$ cat src/rtl/twi_mem_pkg.sv
package twi_mem_pkg;

   typedef enum logic [2:0] {
      ST_IDLE,
      ST_RX,
      ST_ACK,
      ST_TX,
      ST_MACK
   } twi_state_t;

   typedef enum logic [1:0] {
      K_DEV,
      K_ADDR,
      K_DATA
   } twi_kind_t;

endpackage

$ cat src/rtl/twi_glitch_filter.sv
module twi_glitch_filter #(
   parameter int FILT_LEN = 4
) (
   input  logic clk,
   input  logic rst_n,
   input  logic din,
   output logic dout
);
   localparam int CW = $clog2(FILT_LEN + 1);

   logic [1:0]    sync_q;
   logic [CW-1:0] cnt_q;

   always_ff @(posedge clk or negedge rst_n) begin
      if (!rst_n) begin
         sync_q <= 2'b11;
         cnt_q  <= '0;
         dout   <= 1'b1;
      end else begin
         sync_q <= {sync_q[0], din};
         if (sync_q[1] != dout) begin
            if (cnt_q == CW'(FILT_LEN - 1)) begin
               dout  <= sync_q[1];
               cnt_q <= '0;
            end else begin
               cnt_q <= cnt_q + 1'b1;
            end
         end else begin
            cnt_q <= '0;
         end
      end
   end

   // the filtered level only ever moves to the synchronized input level
   p_filter_settle_r9: assert property (@(posedge clk) disable iff (!rst_n)
      (dout != $past(dout)) |-> (dout == $past(sync_q[1])));

endmodule

$ cat src/rtl/twi_bus_events.sv
module twi_bus_events #(
   parameter int FILT_LEN = 4
) (
   input  logic clk,
   input  logic rst_n,
   input  logic scl_i,
   input  logic sda_i,
   output logic scl_lvl,
   output logic sda_lvl,
   output logic scl_rise,
   output logic scl_fall,
   output logic start_ev,
   output logic stop_ev
);
   logic [1:0] raw, filt, prev_q;

   assign raw = {scl_i, sda_i};

   for (genvar i = 0; i < 2; i++) begin : g_line
      twi_glitch_filter #(.FILT_LEN(FILT_LEN)) u_filt (
         .clk  (clk),
         .rst_n(rst_n),
         .din  (raw[i]),
         .dout (filt[i])
      );
   end

   always_ff @(posedge clk or negedge rst_n) begin
      if (!rst_n) prev_q <= 2'b11;
      else        prev_q <= filt;
   end

   assign scl_lvl  = filt[1];
   assign sda_lvl  = filt[0];
   assign scl_rise = filt[1] & ~prev_q[1];
   assign scl_fall = ~filt[1] & prev_q[1];
   assign start_ev = filt[1] & prev_q[1] & prev_q[0] & ~filt[0];
   assign stop_ev  = filt[1] & prev_q[1] & ~prev_q[0] & filt[0];

endmodule

$ cat src/rtl/twi_page_mem.sv
module twi_page_mem #(
   parameter int ADDR_W = 8,
   parameter int PAGE_W = 4
) (
   input  logic                     clk,
   input  logic                     rst_n,
   input  logic                     wr_en,
   input  logic [ADDR_W-PAGE_W-1:0] wr_page,
   input  logic [(1<<PAGE_W)-1:0]   wr_mask,
   input  logic [8*(1<<PAGE_W)-1:0] wr_data,
   input  logic [ADDR_W-1:0]        rd_addr,
   output logic [7:0]               rd_data
);
   localparam int LANES = 1 << PAGE_W;
   localparam int DEPTH = 1 << ADDR_W;
   localparam int PGW   = ADDR_W - PAGE_W;

   logic [7:0] bytes [DEPTH];

   for (genvar a = 0; a < DEPTH; a++) begin : g_byte
      localparam int LANE = a % LANES;
      localparam int PG   = a / LANES;
      logic [7:0] q;
      always_ff @(posedge clk or negedge rst_n) begin
         if (!rst_n) q <= 8'h00;
         else if (wr_en && wr_page == PGW'(PG) && wr_mask[LANE])
            q <= wr_data[8*LANE +: 8];
      end
      assign bytes[a] = q;
   end

   assign rd_data = bytes[rd_addr];

endmodule

$ cat src/rtl/twi_mem_target.sv
module twi_mem_target
   import twi_mem_pkg::*;
#(
   parameter int         ADDR_W    = 8,
   parameter int         PAGE_W    = 4,
   parameter int         FILT_LEN  = 4,
   parameter int         WR_CYCLES = 500000,
   parameter logic [3:0] TYPE_CODE = 4'b1010
) (
   input  logic       clk,
   input  logic       rst_n,
   input  logic       scl_i,
   input  logic       sda_i,
   input  logic [2:0] strap_i,
   output logic       sda_oe_o
);
   localparam int LANES = 1 << PAGE_W;
   localparam int BW    = $clog2(WR_CYCLES + 1);

   if (PAGE_W >= ADDR_W || ADDR_W > 8) begin : g_bad_geom
      $error("twi_mem_target: need PAGE_W < ADDR_W <= 8");
   end
   if (FILT_LEN < 2) begin : g_bad_filt
      $error("twi_mem_target: FILT_LEN must be at least 2");
   end
   if (WR_CYCLES < 1) begin : g_bad_wr
      $error("twi_mem_target: WR_CYCLES must be at least 1");
   end

   logic scl_lvl, sda_lvl, scl_rise, scl_fall, ev_start, ev_stop;

   twi_bus_events #(.FILT_LEN(FILT_LEN)) u_events (
      .clk     (clk),
      .rst_n   (rst_n),
      .scl_i   (scl_i),
      .sda_i   (sda_i),
      .scl_lvl (scl_lvl),
      .sda_lvl (sda_lvl),
      .scl_rise(scl_rise),
      .scl_fall(scl_fall),
      .start_ev(ev_start),
      .stop_ev (ev_stop)
   );

   twi_state_t            st;
   twi_kind_t             kind;
   logic [3:0]            bitcnt;
   logic [7:0]            shreg, tx;
   logic [ADDR_W-1:0]     ptr;
   logic [8*LANES-1:0]    wbuf;
   logic [LANES-1:0]      wvalid;
   logic                  rd_mode, mnack, sda_oe;
   logic [BW-1:0]         busy_cnt;
   logic                  busy, commit_now;
   logic [7:0]            rd_data;

   assign busy       = (busy_cnt != '0);
   assign commit_now = ev_stop && !busy && st == ST_RX && kind == K_DATA &&
                       bitcnt == 4'd1 && (|wvalid);
   assign sda_oe_o   = sda_oe;

   twi_page_mem #(.ADDR_W(ADDR_W), .PAGE_W(PAGE_W)) u_mem (
      .clk    (clk),
      .rst_n  (rst_n),
      .wr_en  (commit_now),
      .wr_page(ptr[ADDR_W-1:PAGE_W]),
      .wr_mask(wvalid),
      .wr_data(wbuf),
      .rd_addr(ptr),
      .rd_data(rd_data)
   );

   always_ff @(posedge clk or negedge rst_n) begin
      if (!rst_n) begin
         st       <= ST_IDLE;
         kind     <= K_DEV;
         bitcnt   <= '0;
         shreg    <= '0;
         tx       <= '0;
         ptr      <= '0;
         wbuf     <= '0;
         wvalid   <= '0;
         rd_mode  <= 1'b0;
         mnack    <= 1'b1;
         sda_oe   <= 1'b0;
         busy_cnt <= '0;
      end else begin
         if (busy) busy_cnt <= busy_cnt - 1'b1;
         if (commit_now) busy_cnt <= BW'(WR_CYCLES);
         if (busy) begin
            st     <= ST_IDLE;
            sda_oe <= 1'b0;
         end else if (ev_start) begin
            st     <= ST_RX;
            kind   <= K_DEV;
            bitcnt <= '0;
            sda_oe <= 1'b0;
            wvalid <= '0;
         end else if (ev_stop) begin
            st     <= ST_IDLE;
            sda_oe <= 1'b0;
            wvalid <= '0;
         end else begin
            case (st)
               ST_RX: begin
                  if (scl_rise) begin
                     shreg  <= {shreg[6:0], sda_lvl};
                     bitcnt <= bitcnt + 1'b1;
                  end else if (scl_fall && bitcnt == 4'd8) begin
                     bitcnt <= '0;
                     case (kind)
                        K_DEV: begin
                           if (shreg[7:1] == {TYPE_CODE, strap_i}) begin
                              sda_oe  <= 1'b1;
                              st      <= ST_ACK;
                              rd_mode <= shreg[0];
                              kind    <= K_ADDR;
                           end else begin
                              st <= ST_IDLE;
                           end
                        end
                        K_ADDR: begin
                           ptr    <= shreg[ADDR_W-1:0];
                           kind   <= K_DATA;
                           sda_oe <= 1'b1;
                           st     <= ST_ACK;
                        end
                        default: begin
                           wbuf[8*ptr[PAGE_W-1:0] +: 8] <= shreg;
                           wvalid[ptr[PAGE_W-1:0]]      <= 1'b1;
                           ptr[PAGE_W-1:0] <= ptr[PAGE_W-1:0] + 1'b1;
                           sda_oe <= 1'b1;
                           st     <= ST_ACK;
                        end
                     endcase
                  end
               end
               ST_ACK, ST_MACK: begin
                  if (st == ST_MACK && scl_rise) mnack <= sda_lvl;
                  if (scl_fall) begin
                     if (st == ST_MACK && mnack) begin
                        st <= ST_IDLE;
                     end else if (rd_mode) begin
                        tx     <= rd_data;
                        ptr    <= ptr + 1'b1;
                        sda_oe <= ~rd_data[7];
                        bitcnt <= '0;
                        st     <= ST_TX;
                     end else begin
                        sda_oe <= 1'b0;
                        st     <= ST_RX;
                     end
                  end
               end
               ST_TX: begin
                  if (scl_rise) begin
                     bitcnt <= bitcnt + 1'b1;
                  end else if (scl_fall) begin
                     if (bitcnt == 4'd8) begin
                        sda_oe <= 1'b0;
                        mnack  <= 1'b1;
                        st     <= ST_MACK;
                     end else begin
                        tx     <= {tx[6:0], 1'b0};
                        sda_oe <= ~tx[6];
                     end
                  end
               end
               default: ;
            endcase
         end
      end
   end

   // SDA drive moves only while the filtered clock is low
   p_sda_scl_low_r10: assert property (@(posedge clk) disable iff (!rst_n)
      (sda_oe != $past(sda_oe)) |-> !$past(scl_lvl));

   // programming interval keeps the data line released
   p_busy_silent_r4: assert property (@(posedge clk) disable iff (!rst_n)
      busy |-> !sda_oe);

   // transmit states are reached only for a read-direction address
   p_tx_readonly_r5: assert property (@(posedge clk) disable iff (!rst_n)
      (st == ST_TX || st == ST_MACK) |-> rd_mode);

   // an acknowledge follows exactly eight received bits
   p_ack_ninth_r1: assert property (@(posedge clk) disable iff (!rst_n)
      ($rose(sda_oe) && st == ST_ACK) |-> ($past(st) == ST_RX && $past(bitcnt) == 4'd8));

endmodule

$ cat config.mk
export PLATFORM = sky130hd
export DESIGN_NAME = twi_mem_target
export DESIGN_NICKNAME = d
export VERILOG_FILES = /design/src/rtl/twi_mem_pkg.sv /design/src/rtl/twi_glitch_filter.sv /design/src/rtl/twi_bus_events.sv /design/src/rtl/twi_page_mem.sv /design/src/rtl/twi_mem_target.sv
export SDC_FILE = /design/constraint.sdc
export NUM_CORES = 2
export LEC_CHECK = 0
export BUFFER_PORTS_ARGS = -buffer_cell sky130_fd_sc_hd__buf_2
export CORE_ASPECT_RATIO = 0.8
export CORE_MARGIN = 2
export CORE_UTILIZATION = 35
export CTS_CLUSTER_SIZE = 28
export DETAILED_ROUTE_END_ITERATION = 7
export GPL_TIMING_DRIVEN = 0
export MAX_ROUTING_LAYER = met4
export PLACE_DENSITY = 0.58
export REMOVE_ABC_BUFFERS = 1
export SYNTH_ARGS = -nofsm -noshare
export SYNTH_HDL_FRONTEND = slang
export SYNTH_SLANG_ARGS = --single-unit
$ cat constraint.sdc
create_clock -name clk -period 4.7 [get_ports clk]
set_input_delay 0.94 -clock clk [delete_from_list [all_inputs] [get_ports clk]]
set_output_delay 0.94 -clock clk [all_outputs]
set_load 0.1 [all_outputs]
==> impl_metrics.tcl <==
set metrics [dict create \
    intPower_mw 30.9 \
    synth-simple-area-share_pct 4.15 \
    synth.distinct_cells 71 \
    cts-buffers-inserted 232 \
    worst_slew_pin_slew_ns 1.67 \
    cts_tree "built" \
    power.density_nw_per_um2 343 \
    finalSetupViolCount 4 \
    slowest_delay_ns 0.72 \
    mostFrequentLayoutCells "dfrtp_1 (2144), mux2_2 (1492), mux2_1 (581)" \
    setup_slack_ns -0.218 \
    synth_mux_area_share_pct 34.4 \
    ioPinCount 8 \
    combPwrFrac_pct 1.8 \
    initial_core_util_pct 35.2 \
    synth_compound_area_share_pct 3.69 \
    p_leak_nw 54.3 \
    syn_inst 6828 \
    slowest_stage "dfrtp_4" \
    worstPathArrival_ns 5.66 \
    maxCapViolations 12 \
    max-vdd-ir-drop_mv 0.325 \
    worstHoldPathType "in -> async" \
    first_pass_iters 8 \
    ctsHoldBuffers 0 \
    p_seq_share_pct 49.3 \
    die_area_um2 294000 \
    hold_viol 0 \
    synth-seq-cells 2260 \
    worstSkewPairLatency_ns 0.94 \
    startpoint_type "register" \
    violations "design-rule violations, max-capacitance violations, max-slew violations, negative setup slack" \
    crit_family "compound AO/OA/AOI/OAI gates" \
    grt_pass1_wl_mm 555 \
    place.gp.congestion 0.987 \
    relSlewSlack_pct -11.4 \
    p_clk_share_pct 48.9 \
    areaGrowthSynthToFinish_pct 14.4 \
    antenna_found_initial 92 \
    postRouteAntennaNets 0 \
    wl_mm 404 \
    layout.nets 6823 \
    placedCellCount 10344 \
    remaining_drc_errors 19 \
    fin_cells 10847 \
    post_drt_via_cell_ratio 6.22 \
    fin_area_um2 116000 \
    synth_top_family_by_area "multiplexers" \
    clock-sinks 2260 \
    p_sw_mw 8.86 \
    synthAdderAreaFrac_pct 0.148 \
    gr-total-overflow 0 \
    synthesis.area_um2 102000 \
    drive_gt1_share_pct 39.7 \
    dp_hpwl_mm 265 \
    core_area_um2 288000 \
    synth_area_per_cell_um2 14.9 \
    synth_xor_area_share_pct 0.129 \
    fin_crit_sh_pct 105 \
    row_count 176 \
    worst_ep_required_time_ns 5.45 \
    synth_seq_area_share_pct 55.7 \
    worstSetupPathType "reg -> reg" \
    cp_max_fo 45 \
    crit_chain "buf_16, buf_16, and2_2, a22oi_2, nand3_1, a221oi_1, o21ai_0, nor4_1, o31ai_1" \
    outcome "finished, violations left" \
    cts_max_level 4 \
    multiInputGateArea_um2 43500 \
    worst-path-buf-inv 2 \
    end_kind "register" \
    grt_max_degree 172 \
    cp_common_cell "buf_16" \
    min_period_ns 4.92 \
    chipWidth_um 606 \
    avgRoutedWirePerCell_um 37.3 \
    synth_ff_type "dfrtp_1" \
    clk_pin_slew_ns 0.07 \
    synth_warnings 0 \
    switching_share_pct 22.3 \
    drtIter0Drc 10446 \
    grt_util_all_layers_pct 28.0 \
    finalClockSkew_ns 0.0674 \
    ff_latch_area_um2 56700 \
    max-clock-path-buffers 4 \
    placed_area_um2 107000 \
    portBuffers 7 \
    chipHeight_um 486 \
    synthArstFlopShare_pct 100 \
    maxSlewViolCount 157 \
    ctsRootBufferMaster "clkbuf_16" \
    grt_pass1_vias 66075 \
    vias 67453 \
    fillerInstances 26302 \
    layout_commonest_cell "dfrtp_1" \
    max_freq_mhz 203 \
    synth_edf_count 0 \
]
==> worst paths after layout <==
check | slack, ns | endpoint | startpoint | cells after the start
worst min register to register | 0.36 | u_events.g_line[0].u_filt.sync_q[1] | u_events.g_line[0].u_filt.sync_q[0] | 0
worst max-delay path | -0.22 | tx[1] | ptr[2] | 9
min in group clk | 0.15 | u_events.g_line[1].u_filt.sync_q[0] | scl_i | 1
worst max register to register | -0.22 | tx[1] | ptr[2] | 9
worst min-delay path | 0.12 | busy_cnt[9] | rst_n | 2
max in group asynchronous | 1.18 | u_mem.g_byte[126].q[5] | rst_n | 6
==> cell families after synthesis <==
kind of cell | after synthesis
AOI/OAI and AO/OA | 575
xor gates and xnor gates | 15
adders and majority gates | 12
buffers and inverters | 435
DFF | 2260
muxes | 2674
and+or+nand+nor | 857
==> registers in the layout (all words and copies together), names as in the netlist, 2 cells and up <==
signal	flops
u_mem.g_byte.q	2048
wbuf	128
busy_cnt	19
wvalid	16
ptr	8
shreg	8
tx	7
u_events.g_line.u_filt.cnt_q	6
bitcnt	4
u_events.g_line.u_filt.sync_q	4
st	3
kind	2
u_events.g_line.u_filt.dout	2
u_events.prev_q	2
==> repair_timing <==
item                       4_1_cts  5_1_grt
setup endpoints to repair     1947      179
buffers inserted                42        8
hold endpoints to repair         0        0
pin swaps                       15        4
gates cloned                     0        3
gates resized for setup         38        9
==> metal layers <==
layer | vias up | share of wire, % | global-route usage (%)
met3 | 819 | 14 | 11.4
li1 | 25521 | - | -
met4 | 0 | 4.8 | 11.5
met2 | 4194 | 41 | 36.9
met1 | 36919 | 41 | 37.8
met5 | - | 0 | -
==> metrics by stage <==
stage                     hold WS [ns]  setup slack, ns  power (mW)  setup TNS [ns]  util [%]
final                            0.124           -0.218        39.8          -0.530      40.3
after global routing             0.132          -0.0332        40.9         -0.0332      40.3
after CTS                        0.105         -0.00758        40.0        -0.00758      40.2
after floorplan                  0.345           -16.30        20.1        -2472.46         -
after global placement           0.352           -46.76        20.7               -      36.3
after detailed placement         0.350            -1.42        20.7         -786.45      37.2
==> power by group through the flow <==
stage	Combinational [mW]	Clock [mW]	Sequential, mW
after floorplan	0.199	0	19.9
after global placement	0.654	0	20.0
after detailed placement	0.726	0	20.0
after CTS	0.727	19.6	19.6
after global routing	0.816	20.5	19.6
final	0.717	19.5	19.6
==> cells in the mapped netlist (12+ instances only) <==
| master | n | area (um2) |
|---|---|---|
| inv_1 | 12 | 45.0 |
| buf_2 | 60 | 300 |
| buf_1 | 60 | 225 |
| a22o_1 | 16 | 140 |
| mux4_2 | 447 | 10100 |
| nor4_1 | 23 | 144 |
| o22ai_1 | 21 | 131 |
| nand2b_1 | 13 | 81.3 |
| ha_1 | 12 | 150 |
| nand2_2 | 88 | 551 |
| a211oi_1 | 15 | 113 |
| dfrtp_1 | 2251 | 56300 |
| a31oi_1 | 17 | 106 |
| a221oi_1 | 28 | 245 |
| nor3_1 | 45 | 225 |
| nor2_1 | 83 | 312 |
| a22oi_1 | 161 | 1210 |
| nand3_1 | 80 | 400 |
| mux2i_1 | 154 | 1540 |
| and3_1 | 15 | 93.8 |
| nor2b_1 | 23 | 144 |
| o21ai_0 | 164 | 821 |
| mux2_2 | 1492 | 16800 |
| mux2_1 | 581 | 6540 |
| a21oi_1 | 90 | 450 |
| nand2_1 | 407 | 1530 |
| clkbuf_1 | 289 | 1080 |
==> layout make-up <==
class	instances	share of cell area, %
clock inverters	80	0.965
clock buffers	341	5.83
flip-flops and latches	2260	48.8
inverters	13	0.0420
well taps	3827	4.12
repair buffers	164	2.63
multi-input cells	4133	37.5
diodes	29	0.0625
No activity file was read; power rests on OpenSTA's default activity.
